**src/rtl/rpm_pkg.sv**
```systemverilog
package rpm_pkg;
  typedef enum logic [1:0] {
    ST_IDLE = 2'd0,
    ST_LOAD = 2'd1,
    ST_ADD  = 2'd2,
    ST_DONE = 2'd3
  } rpm_state_e;
endpackage

```
**src/rtl/rpm_rst_sync.sv**
```systemverilog
module rpm_rst_sync #(
  parameter int STAGES = 2
) (
  input  logic clk,
  input  logic rst_n,
  output logic rst_sync_n
);
  logic [STAGES-1:0] sync_q;

  always_ff @(posedge clk or negedge rst_n) begin
    if (!rst_n) sync_q <= '0;
    else        sync_q <= {sync_q[STAGES-2:0], 1'b1};
  end

  assign rst_sync_n = sync_q[STAGES-1];
endmodule

```
**src/rtl/rpm_ctrl.sv**
```systemverilog
module rpm_ctrl
  import rpm_pkg::*;
(
  input  logic       clk,
  input  logic       rst_n,
  input  logic       start_i,
  input  logic       cnt_zero_i,
  input  logic       cnt_one_i,
  output rpm_state_e state_o,
  output logic       load_o,
  output logic       add_o,
  output logic       done_o
);
  rpm_state_e state_q, state_d;

  always_comb begin
    state_d = state_q;
    unique case (state_q)
      ST_IDLE: if (start_i) state_d = ST_LOAD;
      ST_LOAD: state_d = cnt_zero_i ? ST_DONE : ST_ADD;
      ST_ADD:  if (cnt_one_i) state_d = ST_DONE;
      ST_DONE: state_d = ST_IDLE;
      default: state_d = ST_IDLE;
    endcase
  end

  always_ff @(posedge clk or negedge rst_n) begin
    if (!rst_n) state_q <= ST_IDLE;
    else        state_q <= state_d;
  end

  assign load_o  = (state_q == ST_IDLE) && start_i;
  assign add_o   = (state_q == ST_ADD);
  assign done_o  = (state_q == ST_DONE);
  assign state_o = state_q;
endmodule

```
**src/rtl/rpm_down_cnt.sv**
```systemverilog
module rpm_down_cnt #(
  parameter int W = 4
) (
  input  logic         clk,
  input  logic         rst_n,
  input  logic         load_i,
  input  logic [W-1:0] load_val_i,
  input  logic         dec_i,
  output logic [W-1:0] cnt_o,
  output logic         zero_o,
  output logic         one_o
);
  logic [W-1:0] cnt_q, cnt_d;
  logic         cnt_en;

  assign cnt_en = load_i | dec_i;

  always_comb begin
    if (load_i) cnt_d = load_val_i;
    else        cnt_d = cnt_q - W'(1);
  end

  always_ff @(posedge clk or negedge rst_n) begin
    if (!rst_n)      cnt_q <= '0;
    else if (cnt_en) cnt_q <= cnt_d;
  end

  assign cnt_o  = cnt_q;
  assign zero_o = (cnt_q == '0);
  assign one_o  = (cnt_q == W'(1));
endmodule

```
**src/rtl/rpm_up_cnt.sv**
```systemverilog
module rpm_up_cnt #(
  parameter int W = 4
) (
  input  logic         clk,
  input  logic         rst_n,
  input  logic         clr_i,
  input  logic         inc_i,
  output logic [W-1:0] cnt_o
);
  logic [W-1:0] cnt_q, cnt_d;
  logic         cnt_en;

  assign cnt_en = clr_i | inc_i;

  always_comb begin
    if (clr_i) cnt_d = '0;
    else       cnt_d = cnt_q + W'(1);
  end

  always_ff @(posedge clk or negedge rst_n) begin
    if (!rst_n)      cnt_q <= '0;
    else if (cnt_en) cnt_q <= cnt_d;
  end

  assign cnt_o = cnt_q;
endmodule

```
**src/rtl/rpm_accum.sv**
```systemverilog
module rpm_accum #(
  parameter int OP_W  = 4,
  parameter int ACC_W = 8
) (
  input  logic             clk,
  input  logic             rst_n,
  input  logic             load_i,
  input  logic             add_i,
  input  logic [OP_W-1:0]  opnd_i,
  output logic [OP_W-1:0]  opnd_o,
  output logic [ACC_W-1:0] acc_o
);
  localparam int PAD_W = ACC_W - OP_W;

  logic [OP_W-1:0]  opnd_q;
  logic [ACC_W-1:0] acc_q, acc_d;
  logic             acc_en;

  assign acc_en = load_i | add_i;

  always_comb begin
    if (load_i) acc_d = '0;
    else        acc_d = acc_q + {{PAD_W{1'b0}}, opnd_q};
  end

  always_ff @(posedge clk or negedge rst_n) begin
    if (!rst_n)      opnd_q <= '0;
    else if (load_i) opnd_q <= opnd_i;
  end

  always_ff @(posedge clk or negedge rst_n) begin
    if (!rst_n)      acc_q <= '0;
    else if (acc_en) acc_q <= acc_d;
  end

  assign opnd_o = opnd_q;
  assign acc_o  = acc_q;
endmodule

```
**src/rtl/rep_add_mult.sv**
```systemverilog
module rep_add_mult
  import rpm_pkg::*;
#(
  parameter int OP_W = 4,
  localparam int PROD_W = 2 * OP_W
) (
  input  logic              clk,
  input  logic              rst_n,
  input  logic              start_i,
  input  logic [OP_W-1:0]   mcand_i,
  input  logic [OP_W-1:0]   mplier_i,
  output logic              done_o,
  output logic [PROD_W-1:0] product_o,
  output logic [OP_W-1:0]   iter_o
);
  logic       rst_sync_n;
  rpm_state_e state;
  logic       load, add, cnt_zero, cnt_one;
  logic [OP_W-1:0] mcand_q, mplier_cnt;

  rpm_rst_sync #(.STAGES(2)) u_rst_sync (
    .clk        (clk),
    .rst_n      (rst_n),
    .rst_sync_n (rst_sync_n)
  );

  rpm_ctrl u_ctrl (
    .clk        (clk),
    .rst_n      (rst_sync_n),
    .start_i    (start_i),
    .cnt_zero_i (cnt_zero),
    .cnt_one_i  (cnt_one),
    .state_o    (state),
    .load_o     (load),
    .add_o      (add),
    .done_o     (done_o)
  );

  rpm_down_cnt #(.W(OP_W)) u_mplier_cnt (
    .clk        (clk),
    .rst_n      (rst_sync_n),
    .load_i     (load),
    .load_val_i (mplier_i),
    .dec_i      (add),
    .cnt_o      (mplier_cnt),
    .zero_o     (cnt_zero),
    .one_o      (cnt_one)
  );

  rpm_up_cnt #(.W(OP_W)) u_iter_cnt (
    .clk   (clk),
    .rst_n (rst_sync_n),
    .clr_i (load),
    .inc_i (add),
    .cnt_o (iter_o)
  );

  rpm_accum #(.OP_W(OP_W), .ACC_W(PROD_W)) u_accum (
    .clk    (clk),
    .rst_n  (rst_sync_n),
    .load_i (load),
    .add_i  (add),
    .opnd_i (mcand_i),
    .opnd_o (mcand_q),
    .acc_o  (product_o)
  );
endmodule

```
**config.mk**
```make
export PLATFORM = sky130hd
export DESIGN_NAME = rep_add_mult
export DESIGN_NICKNAME = d
export VERILOG_FILES = /design/src/rtl/rpm_pkg.sv /design/src/rtl/rpm_rst_sync.sv /design/src/rtl/rpm_ctrl.sv /design/src/rtl/rpm_down_cnt.sv /design/src/rtl/rpm_up_cnt.sv /design/src/rtl/rpm_accum.sv /design/src/rtl/rep_add_mult.sv
export SDC_FILE = /design/constraint.sdc
export NUM_CORES = 1
export LEC_CHECK = 0
export BUFFER_PORTS_ARGS = -buffer_cell sky130_fd_sc_hd__buf_2
export CELL_PAD_IN_SITES_DETAIL_PLACEMENT = 0
export CELL_PAD_IN_SITES_GLOBAL_PLACEMENT = 1
export CORE_ASPECT_RATIO = 1.4
export CORE_UTILIZATION = 41
export CTS_CLUSTER_DIAMETER = 30
export DETAILED_ROUTE_END_ITERATION = 12
export GPL_TIMING_DRIVEN = 1
export PLACE_DENSITY_LB_ADDON = 0.1
export REMOVE_ABC_BUFFERS = 1
export SYNTH_ARGS = -nofsm -noshare
export SYNTH_HDL_FRONTEND = slang
export SYNTH_SLANG_ARGS = --single-unit
```
**constraint.sdc**
```tcl
create_clock -name clk -period 1.03 [get_ports clk]
set_input_delay 0 -clock clk [delete_from_list [all_inputs] [get_ports clk]]
set_output_delay 0 -clock clk [all_outputs]
set_load 0.05 [all_outputs]
```
==> results.py, run 1 <==
metrics = {
    "sta": {
        "period_share_pct": 154,
        "hold_viol": 0,
        "setup_violations": 24,
        "slew_violations": 0,
        "fin_skew_ns": 0.00386,
        "period_needed_ns": 1.59,
        "rsz0062_at_grt": "yes",
        "fin_setup_tns_ns": -7.88,
        "setup_ws_ns": -0.557,
        "fmax_mhz": 630,
    },
    "floorplan": {
        "row_count": 23,
        "design.die.area_um2": 3340,
        "start_util_pct": 43.9,
        "io_pins": 24,
        "coreArea_um2": 2910,
        "fp.dieW_um": 49.2,
        "die_h_um": 68.0,
    },
    "synth": {
        "synth_cell_types": 33,
        "synthCells": 130,
        "synth_common_cells": "24 x dfrtp_1, 19 x nand2_1, 13 x nor2_1",
        "yosys.area.top_type": "dfrtp_1",
        "synth_most_common_cell": "dfrtp_1",
        "yosys-top-cells-area": "dfrtp_1 47%, ha_1 12%, nand2_1 5.6%",
        "synth_area_um2": 1280,
        "ys_async_sr_fraction_pct": 100,
        "synth_ff_type": "dfrtp_1",
        "ys_seq_elements": 24,
        "yosysTopAreaCellShare_pct": 47.1,
        "ys_warn_count": 0,
        "synth_area_per_cell_um2": 9.82,
        "synth_edf_count": 0,
        "seq_area_frac_synth_pct": 47.1,
    },
    "worst_hold_path": {
        "min_path_type": "input pin to asynchronous set/reset pin",
    },
    "worst_setup_path": {
        "crit_start": "u_accum.acc_o[0]$_DFFE_PN0P_",
        "slowest_delay_ns": 0.36,
        "worstPathCellList": "ha_2 > inv_2 > fa_2 > nand2b_4 > a211oi_2 > xnor2_1 > nor2_1",
        "crit_path_end_kind": "flop",
        "ff2ff_setup_slack_ns": -0.56,
        "timing.rr.start": "u_accum.acc_o[0]$_DFFE_PN0P_",
        "critPathSlowestCell": "dfrtp_1",
        "reg2reg_depth": 7,
        "worstPathRequired_ns": 1.20,
        "startpoint_type": "flop",
        "critPathTopFamily": "adder cells",
        "path_buf_inv": 1,
        "worst_ep_arrival_time_ns": 1.76,
        "crit_fanout": 2,
        "timing.rr.end": "u_accum.acc_o[4]$_DFFE_PN0P_",
        "path_class": "flop to flop",
    },
    "finish": {
        "drive_gt1_share_pct": 55.4,
        "area_growth_pct": 73.4,
        "fin_cells": 239,
        "nets": 227,
        "num_antenna_cells": 0,
    },
    "detailed_routing": {
        "drc": 0,
        "route.vias.total": 1175,
        "avgRoutedWirePerCell_um": 13.4,
        "drtAntennaViolNets": 0,
        "first_pass_iters": 4,
        "vias_per_cell": 4.92,
        "initialDrtViolationCount": 15,
        "drt-total-wl_mm": 3.19,
    },
    "power": {
        "irDropWorstVdd_v": 0.00200,
        "power.density_nw_per_um2": 3230,
        "cellLeakagePower_nw": 1.07,
    },
    "clock_tree": {
        "clk_pin_slew_ns": 0.09,
        "cts_buffer_depth": 2,
        "cts_num_sinks": 24,
        "insertion_delay_ns": 0.27,
        "cts_buffers": 3,
        "htreeDepth": 1,
        "ctsRootBufferMaster": "clkbuf_8",
        "tritoncts": "built",
    },
    "global_route": {
        "track_usage_pct": 21.4,
        "grt.overflow.total": 0,
        "antenna_found_initial": 0,
        "grt_pass1_vias": 1268,
        "grt_max_degree": 23,
        "grt_pass1_wl_mm": 5.35,
    },
    "placement": {
        "dp_hpwl_mm": 2.08,
        "dp_slack_ns": -0.640,
        "gp_congestion": 0.781,
        "placedCellCount": 218,
        "portBuffers": 23,
    },
    "outcome": {
        "violations": "setup timing",
        "outcome": "finished, violations left",
    },
    "job": {
        "drv_cap": 0,
    },
}
==> through the flow <==
step / cell area [um2] / hold slack [ns] / power, mW / util (%)
after floorplan: 1260 / -0.296 / 3.49 / -
after global placement: 1700 / -0.215 / 4.79 / 58.3
after detailed placement: 1700 / -0.214 / 4.91 / 58.3
after CTS: 2110 / 0.0252 / 6.66 / 72.5
after global routing: 2210 / 0.0499 / 7.58 / 76.2
final: 2210 / 0.0237 / 7.14 / 76.2
==> registers in the layout, indices dropped and copies added (netlist names) <==
signal              cells
u_accum.acc_o           8
u_accum.opnd_o          4
u_iter_cnt.cnt_o        4
u_mplier_cnt.cnt_o      4
u_rst_sync.sync_q       2
u_ctrl.state_o          2
==> layout by cell type (no fill, tap or decap), types with 3 or more instances in the layout <==
cell type | Yosys | routed
buf_4 | 0 | 27
dfrtp_1 | 24 | 23
buf_2 | 1 | 17
buf_6 | 0 | 11
nand2_2 | 0 | 10
nor2_1 | 13 | 10
dlygate4sd3_1 | 0 | 9
ha_1 | 12 | 7
o21ai_1 | 1 | 5
a21oi_1 | 6 | 5
nand2_1 | 19 | 5
inv_1 | 7 | 4
o21ai_2 | 0 | 4
clkbuf_8 | 0 | 4
buf_8 | 0 | 4
inv_2 | 1 | 3
mux2i_1 | 3 | 3
nand2_4 | 0 | 3
xnor2_1 | 5 | 3
ha_4 | 0 | 3
buf_12 | 0 | 3
==> worst max-delay path by stage <==
stage	end	slack, ns	cells after the start
floorplan	u_accum.acc_o[4]$_DFFE_PN0P_	-0.99	7
global placement	u_accum.acc_o[6]$_DFFE_PN0P_	-0.63	7
detailed placement	u_accum.acc_o[6]$_DFFE_PN0P_	-0.64	7
CTS	u_accum.acc_o[6]$_DFFE_PN0P_	-0.56	7
global route	u_accum.acc_o[6]$_DFFE_PN0P_	-0.63	7
finish	u_accum.acc_o[4]$_DFFE_PN0P_	-0.56	7
==> power breakdown <==
part           leakage, nW  switching (mW)  internal, mW
logic                0.733            2.48          2.47
clock network       0.0288           0.309         0.342
registers            0.304           0.248          1.29
==> final cells by class <==
class                      instances  area (um2)
inverter                           8        32.5
tap                               37        46.3
sequential                        24         602
timing repair buffer              71         622
fill                             199         693
clock buffer                       4        55.1
multi-input combinational         95         856
==> metal layers <==
metal / vias up / part of all wire, % / global-route usage [%]
met2: 19 / 57 / 42.3
li1: 580 / - / -
met5: - / 0 / 0
met4: 0 / 1.4 / 9.19
met3: 4 / 1.8 / 2.67
met1: 572 / 40 / 22.5
==> logic make-up after synthesis <==
group | after synthesis | share of synthesized area, %
fa+ha+maj | 13 | 13.3
mux | 3 | 2.35
buf+inv | 11 | 3.33
flops | 24 | 47.1
compound gates | 25 | 12.1
other cells | 1 | 0.294
xor+xnor | 9 | 6.18
simple gates | 44 | 15.4
==> repair_timing <==
action | in CTS | in global routing
buffers inserted | 4 | 7
pin swaps | 24 | 17
hold buffers | 9 | 0
hold endpoints to repair | 10 | 0
endpoints found under the setup margin | 23 | 28
gates cloned | 1 | 0
resized for setup | 61 | 36
Note: power is estimated with default switching activity, not from simulation.
==> inputs of run 2 (changes only) <==
Clock period 1.03 ns to 1.5 ns, I/O delays scaled along.
==> run 2 against run 1 <==
  * The flow still finishes with violations (setup timing)
  * Routed wire length shrank 15%
  * Clock skew down 0.00075 ns
  * Via count down 10%
  * Register-to-register slack improved by 0.47 ns
  * Cell count down 7.5%
  * Total power decreased by 45%
  * Fmax shrank 0.31%
  * Sequential share of layout area is 5.7 points higher
  * First-iteration DRC count is 87% lower
  * Critical path type unchanged
  * Largest power group unchanged
==> results.py, run 2 (same netlist as run 1, synthesis figures left out) <==
metrics = {
    "outcome": {
        "outcome": "finished, violations left",
        "violations": "setup timing",
    },
    "detailed_routing": {
        "avgRoutedWirePerCell_um": 12.3,
        "drc": 0,
        "drt-total-wl_mm": 2.72,
        "initialDrtViolationCount": 2,
        "first_pass_iters": 2,
        "route.vias.total": 1056,
        "drtAntennaViolNets": 0,
        "vias_per_cell": 4.78,
    },
    "sta": {
        "fmax_mhz": 628,
        "hold_viol": 0,
        "period_needed_ns": 1.59,
        "period_share_pct": 106,
        "setup_violations": 6,
        "setup_ws_ns": -0.0921,
        "slew_violations": 0,
        "rsz0062_at_grt": "yes",
        "fin_skew_ns": 0.00311,
    },
    "finish": {
        "nets": 209,
        "largest_register_ffs": 8,
        "area_growth_pct": 42.9,
        "num_antenna_cells": 0,
        "final_cell_mix": "24 x dfrtp_1, 23 x buf_2, 19 x buf_4, 18 x nand2_1, 13 x nor2_1",
        "layout_commonest_cell": "dfrtp_1",
        "final_util_pct": 62.8,
        "drive_gt1_share_pct": 36.4,
    },
    "placement": {
        "dp_hpwl_mm": 1.96,
        "gp_congestion": 0.763,
        "portBuffers": 23,
        "dp_slack_ns": -0.201,
    },
    "global_route": {
        "grt_max_degree": 23,
        "track_usage_pct": 17.8,
        "grt.overflow.total": 0,
        "antenna_found_initial": 0,
        "grt_pass1_wl_mm": 4.44,
        "grt_pass1_vias": 1046,
    },
    "floorplan": {
        "design.die.area_um2": 3340,
        "row_count": 23,
        "start_util_pct": 43.9,
        "die_h_um": 68.0,
        "fp.dieW_um": 49.2,
        "coreArea_um2": 2910,
        "io_pins": 24,
    },
    "clock_tree": {
        "htreeDepth": 1,
        "cts_buffer_depth": 2,
        "clk_pin_slew_ns": 0.09,
        "tritoncts": "built",
        "insertion_delay_ns": 0.26,
        "cts_num_sinks": 24,
        "ctsRootBufferMaster": "clkbuf_8",
        "cts_buffers": 3,
    },
    "worst_hold_path": {
        "min_path_type": "input pin to asynchronous set/reset pin",
    },
    "job": {
        "drv_cap": 0,
    },
    "power": {
        "p_sw_share_pct": 42.8,
        "power.density_nw_per_um2": 2140,
        "irDropWorstVdd_v": 0.00108,
        "intPower_mw": 2.24,
        "p_sw_mw": 1.67,
        "cellLeakagePower_nw": 0.904,
        "clkPwrFrac_pct": 14.5,
        "comb_power_share_pct": 58.1,
        "seq_power_share_pct": 27.5,
    },
    "worst_setup_path": {
        "startpoint_type": "flop",
        "path_class": "flop to flop",
        "worstPathRequired_ns": 1.66,
        "crit_fanout": 2,
        "reg2reg_depth": 7,
        "crit_path_end_kind": "flop",
        "worst_ep_arrival_time_ns": 1.75,
    },
}
## run 2: per-layer routing
metal | share of wire [%] | up-vias | wire [um] | global-route usage [%]
met2 | 54 | 11 | 1460 | 34.2
li1 | - | 542 | - | -
met5 | 0 | - | 0 | 0
met3 | 1.8 | 2 | 49 | 2.00
met4 | 0.92 | 0 | 25 | 7.72
met1 | 44 | 501 | 1190 | 19.7
## run 2: final cells by class
| type | instances | area, um2 |
|---|---|---|
| Timing Repair Buffer | 53 | 370 |
| Sequential cell | 24 | 601 |
| Multi-Input combinational cell | 95 | 706 |
| Tap cell | 37 | 46.3 |
| Clock inverter | 1 | 30.0 |
| Inverter | 8 | 30.0 |
| Clock buffer | 3 | 41.3 |
| Fill cell | 257 | 1080 |
## run 2: power groups by stage
stage               clock (mW)  combinational [mW]  sequential [mW]
CTS                      0.586                2.14             1.06
floorplan                    0                1.01             1.39
global placement             0                1.99             1.05
global route             0.604                2.52             1.11
detailed placement           0                2.03             1.07
finish                   0.566                2.27             1.07
## run 2: path summary, 6_finish.rpt
kind | from | to | slack [ns]
worst max-delay path | u_accum.opnd_o[0]$_DFFE_PN0P_ | u_accum.acc_o[6]$_DFFE_PN0P_ | -0.09
worst min-delay path | rst_n | u_rst_sync.sync_q[1]$_DFF_PN0_ | 0.04
worst max register to register | u_accum.opnd_o[0]$_DFFE_PN0P_ | u_accum.acc_o[6]$_DFFE_PN0P_ | -0.09
worst min register to register | u_rst_sync.sync_q[1]$_DFF_PN0_ | u_accum.acc_o[7]$_DFFE_PN0P_ | 0.22
max in group asynchronous | u_rst_sync.sync_q[1]$_DFF_PN0_ | u_mplier_cnt.cnt_o[2]$_DFFE_PN0P_ | 1.05
min in group clk | start_i | u_mplier_cnt.cnt_o[3]$_DFFE_PN0P_ | 0.18
## run 2: timing repair
| action | in CTS | in global routing |
|---|---|---|
| buffers inserted | 0 | 2 |
| resized for setup | 8 | 16 |
| setup endpoints to repair | 11 | 13 |
| hold buffers | 9 | 0 |
| pin swaps | 7 | 8 |
| gates cloned | 0 | 0 |
| hold endpoints to repair | 10 | 0 |
## run 2: worst max-delay path, stage by stage (launching register included)
cell      delay (ns)
dfrtp_1         0.37
ha_2            0.19
inv_2           0.04
fa_2            0.33
nand2b_4        0.15
a211oi_2        0.20
xnor2_1         0.14
nor2_1          0.06
## run 2: through the flow
step	hold slack (ns)	setup TNS [ns]	area (um2)	cells	power, mW
after floorplan	-0.296	-2.41	1260	127	2.40
after global routing	0.0257	-0.840	1820	221	4.23
final	0.0383	-0.344	1820	221	3.91
after global placement	-0.215	-0.470	1570	206	3.04
after detailed placement	-0.213	-0.657	1570	206	3.10
after CTS	0.0355	-0.331	1760	219	3.78
==> inputs of run 3 (changes only) <==
Settings changed: CORE_UTILIZATION 41 to 25.
==> run 3 against run 2 <==
  * The run still ends with setup timing left
  * Fmax shrank 1.0%
  * Cell count is 12% higher
  * Sequential power about the same
  * Clock skew increased by 0.0065 ns
  * Flip-flop and latch count did not move
  * Non-clock buffer count decreased by 1
  * Clock power up 3.5%
  * Worst hold slack got worse by 0.027 ns
==> results.py, run 3 (same netlist as run 1, synthesis figures left out) <==
metrics = {
    "power": {
        "seq_power_share_pct": 27.9,
        "comb_power_share_pct": 57.2,
        "cellLeakagePower_nw": 0.900,
        "clkPwrFrac_pct": 14.9,
        "power.density_nw_per_um2": 2100,
        "p_sw_share_pct": 43.3,
        "intPower_mw": 2.23,
        "p_sw_mw": 1.70,
        "irDropWorstVdd_v": 0.000485,
    },
    "global_route": {
        "grt_pass1_wl_mm": 4.82,
        "track_usage_pct": 11.8,
        "grt_max_degree": 16,
        "grt_pass1_vias": 1021,
        "antenna_found_initial": 0,
        "grt.overflow.total": 0,
    },
    "finish": {
        "num_antenna_cells": 0,
        "area_growth_pct": 47.1,
        "nets": 208,
        "final_cell_mix": "24 x dfrtp_1, 23 x buf_2, 19 x nand2_1, 19 x buf_4, 13 x nor2_1",
        "final_util_pct": 38.5,
        "layout_commonest_cell": "dfrtp_1",
        "largest_register_ffs": 8,
        "drive_gt1_share_pct": 35.0,
        "fin_cells": 247,
    },
    "sta": {
        "period_needed_ns": 1.61,
        "fmax_mhz": 622,
        "rsz0062_at_grt": "yes",
        "slew_violations": 0,
        "setup_ws_ns": -0.109,
        "setup_violations": 5,
        "fin_skew_ns": 0.00958,
        "hold_viol": 0,
        "period_share_pct": 107,
    },
    "clock_tree": {
        "clk_pin_slew_ns": 0.10,
        "htreeDepth": 1,
        "tritoncts": "built",
        "cts_buffers": 3,
        "cts_num_sinks": 24,
        "insertion_delay_ns": 0.28,
        "cts_buffer_depth": 2,
        "ctsRootBufferMaster": "clkbuf_8",
    },
    "floorplan": {
        "design.die.area_um2": 5400,
        "start_util_pct": 26.2,
        "row_count": 30,
        "die_h_um": 86.5,
        "coreArea_um2": 4880,
        "io_pins": 24,
        "fp.dieW_um": 62.4,
    },
    "placement": {
        "placedCellCount": 230,
        "portBuffers": 23,
        "gp_congestion": 0.708,
        "dp_hpwl_mm": 2.20,
    },
    "detailed_routing": {
        "vias_per_cell": 4.26,
        "initialDrtViolationCount": 36,
        "avgRoutedWirePerCell_um": 12.0,
        "first_pass_iters": 4,
        "drc": 0,
        "route.vias.total": 1053,
        "drt-total-wl_mm": 2.96,
        "drtAntennaViolNets": 0,
    },
    "worst_setup_path": {
        "crit_fanout": 2,
        "path_class": "flop to flop",
        "startpoint_type": "flop",
        "crit_path_end_kind": "flop",
        "worst_ep_arrival_time_ns": 1.79,
        "worstPathRequired_ns": 1.68,
    },
    "worst_hold_path": {
        "min_path_type": "input pin to asynchronous set/reset pin",
    },
    "job": {
        "drv_cap": 0,
    },
    "outcome": {
        "outcome": "finished, violations left",
        "violations": "setup timing",
    },
}
## run 3: changes by cell type in the layout (fill, tap and decap cells not counted), moves of 2 or more
cell	delta
buf_6	-2
ha_4	+2
a21oi_1	+2
ha_1	-2
## run 3: metrics by stage
| stage | total power, mW | TNS (ns) | hold slack (ns) | worst slack (ns) | cell area, um2 |
|---|---|---|---|---|---|
| 6_report | 3.94 | -0.302 | 0.0112 | -0.109 | 1880 |
| 5_1_grt | 4.27 | -0.768 | 0.0329 | -0.212 | 1880 |
| 4_1_cts | 3.82 | -0.328 | 0.00761 | -0.133 | 1790 |
| 3_5_place_dp | 3.09 | -0.653 | -0.212 | -0.220 | 1590 |
| 3_3_place_gp | 3.06 | -0.563 | -0.215 | -0.186 | 1590 |
| 2_1_floorplan | 2.40 | -2.41 | -0.296 | -0.521 | 1260 |
## run 3: repair_timing
action / CTS / global route
resized for setup: 9 / 11
hold buffers: 9 / 0
buffers inserted: 0 / 4
pin swaps: 5 / 10
hold endpoints to repair: 10 / 0
endpoints found under the setup margin: 8 / 13
## run 3: layout make-up
cell class	instances	area, um2
clock buffers	3	41.3
clock inverters	1	30.0
fillers	524	3000
inverters	8	30.0
multi-input cells	95	727
flip-flops and latches	24	601
well taps	64	80.1
repair buffers	52	368
## run 3: power by group through the flow
stage	clock (mW)	combinational [mW]	sequential, mW
floorplan	0	1.01	1.39
global placement	0	1.99	1.07
detailed placement	0	2.01	1.08
CTS	0.608	2.13	1.07
global route	0.637	2.50	1.13
finish	0.586	2.25	1.10
## run 3: worst paths after layout
path / from / to / slack (ns) / cells past startpoint
setup / recovery: u_accum.acc_o[0]$_DFFE_PN0P_ / u_accum.acc_o[6]$_DFFE_PN0P_ / -0.11 / 7
hold / removal: rst_n / u_rst_sync.sync_q[0]$_DFF_PN0_ / 0.01 / 2
setup reg to reg: u_accum.acc_o[0]$_DFFE_PN0P_ / u_accum.acc_o[6]$_DFFE_PN0P_ / -0.11 / 7
hold reg to reg: u_rst_sync.sync_q[1]$_DFF_PN0_ / u_iter_cnt.cnt_o[2]$_DFFE_PN0P_ / 0.16 / 0
max in group asynchronous: u_rst_sync.sync_q[1]$_DFF_PN0_ / u_accum.acc_o[0]$_DFFE_PN0P_ / 0.92 / 1
min in group clk: start_i / u_mplier_cnt.cnt_o[3]$_DFFE_PN0P_ / 0.20 / 3
## run 3: metal layers
metal	global-route usage, %	share of wire (%)
met5	0	0
met4	5.71	1.9
met3	1.58	3.0
met2	20.1	48
met1	14.8	47
## run 3: critical path, cell delays in order, from the launching register on
cell      delay (ns)
dfrtp_1         0.40
ha_4            0.16
inv_2           0.03
fa_2            0.34
nand2b_4        0.16
a211oi_4        0.24
xnor2_2         0.14
nor2_1          0.05
